==> src/rtl/busdec_pkg.sv <==
package busdec_pkg;
  localparam int ADDR_W  = 16;
  localparam int NUM_RGN = 4;

  typedef enum logic [1:0] {
    RGN_WRAM = 2'd0,
    RGN_VREG = 2'd1,
    RGN_AIO  = 2'd2,
    RGN_CART = 2'd3
  } rgn_e;

  // Lowest address of each region.
  function automatic logic [ADDR_W-1:0] rgn_lo(input int idx);
    case (idx)
      0:       rgn_lo = 16'h0000;
      1:       rgn_lo = 16'h2000;
      2:       rgn_lo = 16'h4000;
      default: rgn_lo = 16'h4020;
    endcase
  endfunction

  // Highest address of each region.
  function automatic logic [ADDR_W-1:0] rgn_hi(input int idx);
    case (idx)
      0:       rgn_hi = 16'h1FFF;
      1:       rgn_hi = 16'h3FFF;
      2:       rgn_hi = 16'h401F;
      default: rgn_hi = 16'hFFFF;
    endcase
  endfunction

  // Mirrored regions fold by masking; the others subtract their base.
  function automatic bit rgn_folds(input int idx);
    rgn_folds = (idx == 0) || (idx == 1);
  endfunction

  function automatic logic [ADDR_W-1:0] rgn_mask(input int idx);
    case (idx)
      0:       rgn_mask = 16'h07FF;
      1:       rgn_mask = 16'h0007;
      default: rgn_mask = 16'hFFFF;
    endcase
  endfunction
endpackage

==> src/rtl/busdec_rgn_match.sv <==
module busdec_rgn_match
  import busdec_pkg::*;
#(
  parameter int IDX = 0
) (
  input  logic [ADDR_W-1:0] addr_i,
  output logic              hit_o,
  output logic [ADDR_W-1:0] local_o
);
  localparam logic [ADDR_W-1:0] LO   = rgn_lo(IDX);
  localparam logic [ADDR_W-1:0] SPAN = rgn_hi(IDX) - rgn_lo(IDX);

  logic [ADDR_W-1:0] offset;

  // A wrapped subtraction turns the two-sided range test into one compare.
  always_comb begin
    offset = addr_i - LO;
    hit_o  = (offset <= SPAN);
  end

  generate
    if (rgn_folds(IDX)) begin : g_fold
      localparam logic [ADDR_W-1:0] MSK = rgn_mask(IDX);
      assign local_o = addr_i & MSK;
    end else begin : g_base
      assign local_o = offset;
    end
  endgenerate
endmodule

==> src/rtl/busdec_onehot_mux.sv <==
module busdec_onehot_mux #(
  parameter int N = 4,
  parameter int W = 8
) (
  input  logic [N-1:0]   sel_i,
  input  logic [N*W-1:0] din_i,
  output logic [W-1:0]   dout_o
);
  always_comb begin
    dout_o = '0;
    for (int i = 0; i < N; i++) begin
      if (sel_i[i]) dout_o = dout_o | din_i[i*W +: W];
    end
  end
endmodule

==> src/rtl/bus_decoder.sv <==
module bus_decoder
  import busdec_pkg::*;
#(
  parameter int DATA_W = 8
) (
  input  logic [ADDR_W-1:0]         cpu_addr,
  input  logic [DATA_W-1:0]         cpu_wdata,
  input  logic                      cpu_rd,
  input  logic                      cpu_wr,
  output logic [NUM_RGN-1:0]        rgn_sel,
  output logic [ADDR_W-1:0]         rgn_addr,
  output logic [DATA_W-1:0]         rgn_wdata,
  output logic                      rgn_we,
  input  logic [NUM_RGN*DATA_W-1:0] rgn_rdata,
  output logic [DATA_W-1:0]         cpu_rdata
);
  localparam int LOC_FLAT_W = NUM_RGN * ADDR_W;

  logic [NUM_RGN-1:0]    hit;
  logic [LOC_FLAT_W-1:0] loc_flat;
  logic                  active;

  generate
    for (genvar g = 0; g < NUM_RGN; g++) begin : g_rgn
      busdec_rgn_match #(.IDX(g)) u_match (
        .addr_i (cpu_addr),
        .hit_o  (hit[g]),
        .local_o(loc_flat[g*ADDR_W +: ADDR_W])
      );
    end
  endgenerate

  assign active  = cpu_rd | cpu_wr;
  assign rgn_sel = hit & {NUM_RGN{active}};

  busdec_onehot_mux #(.N(NUM_RGN), .W(ADDR_W)) u_addr_mux (
    .sel_i (rgn_sel),
    .din_i (loc_flat),
    .dout_o(rgn_addr)
  );

  busdec_onehot_mux #(.N(NUM_RGN), .W(DATA_W)) u_rdata_mux (
    .sel_i (rgn_sel),
    .din_i (rgn_rdata),
    .dout_o(cpu_rdata)
  );

  assign rgn_wdata = cpu_wdata;
  assign rgn_we    = cpu_wr;
endmodule

==> config.mk <==
export PLATFORM = sky130hd
export DESIGN_NAME = bus_decoder
export DESIGN_NICKNAME = d
export VERILOG_FILES = /design/src/rtl/busdec_pkg.sv /design/src/rtl/busdec_rgn_match.sv /design/src/rtl/busdec_onehot_mux.sv /design/src/rtl/bus_decoder.sv
export SDC_FILE = /design/constraint.sdc
export NUM_CORES = 1
export LEC_CHECK = 0
export BUFFER_PORTS_ARGS = -buffer_cell sky130_fd_sc_hd__buf_2
export CORE_UTILIZATION = 35
export DETAILED_ROUTE_END_ITERATION = 10
export PLACE_DENSITY = 0.79
export SYNTH_ARGS = -nofsm -noshare
export SYNTH_HDL_FRONTEND = slang
export SYNTH_HIERARCHICAL = 1
export SYNTH_SLANG_ARGS = --single-unit
==> constraint.sdc <==
create_clock -name vclk -period 4
set_input_delay 0.4 -clock vclk [all_inputs]
set_output_delay 0.4 -clock vclk [all_outputs]
set_load 0.05 [all_outputs]
==> run_results.csv <==
group,metric,value,unit
routing,viasPerCell,4.91,
sta,tns,0,ps
sta,maxSlewHeadroom,38.9,%
routing,post_drt_wl_per_cell,12.2,um
sta,max_freq,272,MHz
layout,final-seq-area,0,sq um
pwr,total_power,0.000263,W
routing,drc,0,
worst_setup_path,crit_fanout,7,
cts,post-cts-setup-buffers,0,
floorplan,die_area,4580,sq um
worst_setup_path,crit_path_cell_trace,"buf_2 > inv_1 > ha_1 > or4b_1 > or4_4 > o21ai_2 > xor2_2 > o21ai_1 > o21a_1 > buf_4 > a22oi_2 > nand2_1 > buf_2",
worst_setup_path,crit_top_cell,"buf_2",
sta,whs,800,ps
placed_design,io_buffers,79,
layout,n_antenna_cell,0,
worst_hold_path,hp-class,"in -> out",
sta,hold_viol_final,0,
pwr,power_density,176,nW/um^2
floorplan,rows,23,
placed_design,dp_hpwl,2.67,mm
cts,cts_resized,0,
floorplan,die_w,67.7,um
sta,worst_pin_slew,917,ps
layout,syn2layout_area_growth,-1.08,%
synthesis,netlist_instances,201,
worst_hold_path,worstHoldPathCells,0,
placed_design,place_congestion,0.848,
sta,rsz0062_at_grt,"no",
global_routing,antenna_found_initial,0,
worst_setup_path,crit_slowest_cell,"or4b_1",
pwr,leakagePower,0.811,nW
layout,final_util,36.8,%
pwr,ir_drop,0.0746,mV
worst_setup_path,cp-start-kind,"primary input",
sta,finalSetupViolCount,0,
worst_hold_path,hold_start,"cpu_wdata[1]",
layout,drive_above_1_share,44.7,%
sta,finalCriticalPeriod,3680,ps
sta,layout_setup_ws,322,ps
layout,layout_common_cells,"buf_2, a22oi_1, nand2_1, conb_1, a22oi_2",
routing,routed_wl,3.40,mm
layout,seq_cell_count,0,
layout,final_common_cell,"buf_2",
global_routing,grt_pass1_wl,4.90,mm
synthesis,syn-cell-area,1510,sq um
sta,fin_crit_sh,91.9,%
global_routing,grtUsageTotal,13.2,%
synthesis,synth.distinct_cells,35,
worst_hold_path,hold_end,"rgn_wdata[1]",
routing,vias,1365,
worst_setup_path,cp.required,3600,ps
layout,layout.nets,291,
floorplan,dieHeight,67.7,um
synthesis,ys_seq_area_share,0,%
global_routing,grt_pass1_vias,1052,
layout,clockBufferCount,0,
floorplan,start_util,37.2,%
worst_setup_path,worstSetupPathType,"in -> out",
synthesis,synth_area_per_cell,7.51,sq um
floorplan,core,4060,sq um
cts,ctsHoldBuffers,0,
global_routing,grt_max_degree,26,
worst_setup_path,critPathArrivalTime,3280,ps
placed_design,pre_cts_slack,328,ps
run_status,status,"finished, final reports clean",
routing,drt_iter0_drc,46,
layout,fillers,436,
worst_setup_path,end_kind,"output port",
floorplan,pin_count,95,
routing,ant_nets,0,
worst_setup_path,slowest_delay,570,ps
global_routing,grt-ovfl-total,0,
sta,slew_violations,0,
synthesis,yosysWarnings,6,
routing,dr.pass1.iters,4,
run,maxCapViolCount,0,
power by group:
part	internal (W)	switching (W)	leakage [nW]
registers	0	0	0
clock network	0	0	0
logic	0.0000772	0.000186	0.811
total	0.0000772	0.000186	0.811
how the worst max path moves through the flow:
stage,start,end,depth (start not counted)
CTS,cpu_addr[5],rgn_addr[8],13
floorplan,cpu_addr[5],rgn_addr[12],13
finish,cpu_addr[5],rgn_addr[8],13
detailed placement,cpu_addr[5],rgn_addr[8],13
global placement,cpu_addr[5],rgn_addr[6],13
global route,cpu_addr[5],rgn_addr[6],13
per-layer routing:
layer  share of wire (%)  vias to the layer above  GRT usage (%)  routed length (um)
met5                   0                        -              0                   0
met4                   0                        0          0.532                   0
met3                 5.1                        0          0.338                 174
met2                  49                       35           21.0                1680
met1                  45                      631           20.2                1540
li1                    -                      699              -                   -
cells in the mapped netlist (all sizes together) (2+ instances only):
master | instances | share of area, %
a22oi | 48 | 28
and3 | 2 | 0.83
buf | 73 | 39
conb | 2 | 0.50
ha | 3 | 2.5
inv | 7 | 1.7
nand2 | 26 | 6.5
nor2 | 4 | 0.99
nor2b | 2 | 0.83
nor3 | 2 | 0.99
o21a | 4 | 2.0
o21ai | 3 | 1.2
or4 | 3 | 1.7
or4b | 2 | 1.3
xnor2 | 4 | 2.3
xor2 | 5 | 3.4
cell families after synthesis:
kind of cell             synth area share (%)
other                                   0.497
AND/OR/NAND/NOR                          16.4
buffers and inverters                    40.4
AO/OA/AOI/OAI                            33.8
adder cells (fa/ha/maj)                  2.49
XOR/XNOR                                 5.72
multiplexers                            0.663
cell type report:
cell class / instances / area [sq um] / share of cell area, %
multi-input combinational: 137 / 960 / 64.2
tap: 50 / 62.6 / 4.19
timing repair buffer: 84 / 445 / 29.8
inverter: 7 / 26.3 / 1.76
worst max-delay path, delay by kind of cell:
family	cells	cell delay, ps
and+or+nand+nor	3	1130
buffers and inverters	4	740
AOI/OAI and AO/OA	4	690
adders and majority gates	1	230
xor gates and xnor gates	1	90
through the flow:
| step | instances | area, sq um |
|---|---|---|
| 3_3_place_gp | 278 | 1490 |
| 2_1_floorplan | 217 | 1570 |
| 3_5_place_dp | 278 | 1490 |
| 5_1_grt | 278 | 1490 |
| 6_report | 278 | 1490 |
| 4_1_cts | 278 | 1490 |
Note: power is estimated with default switching activity, not from simulation.
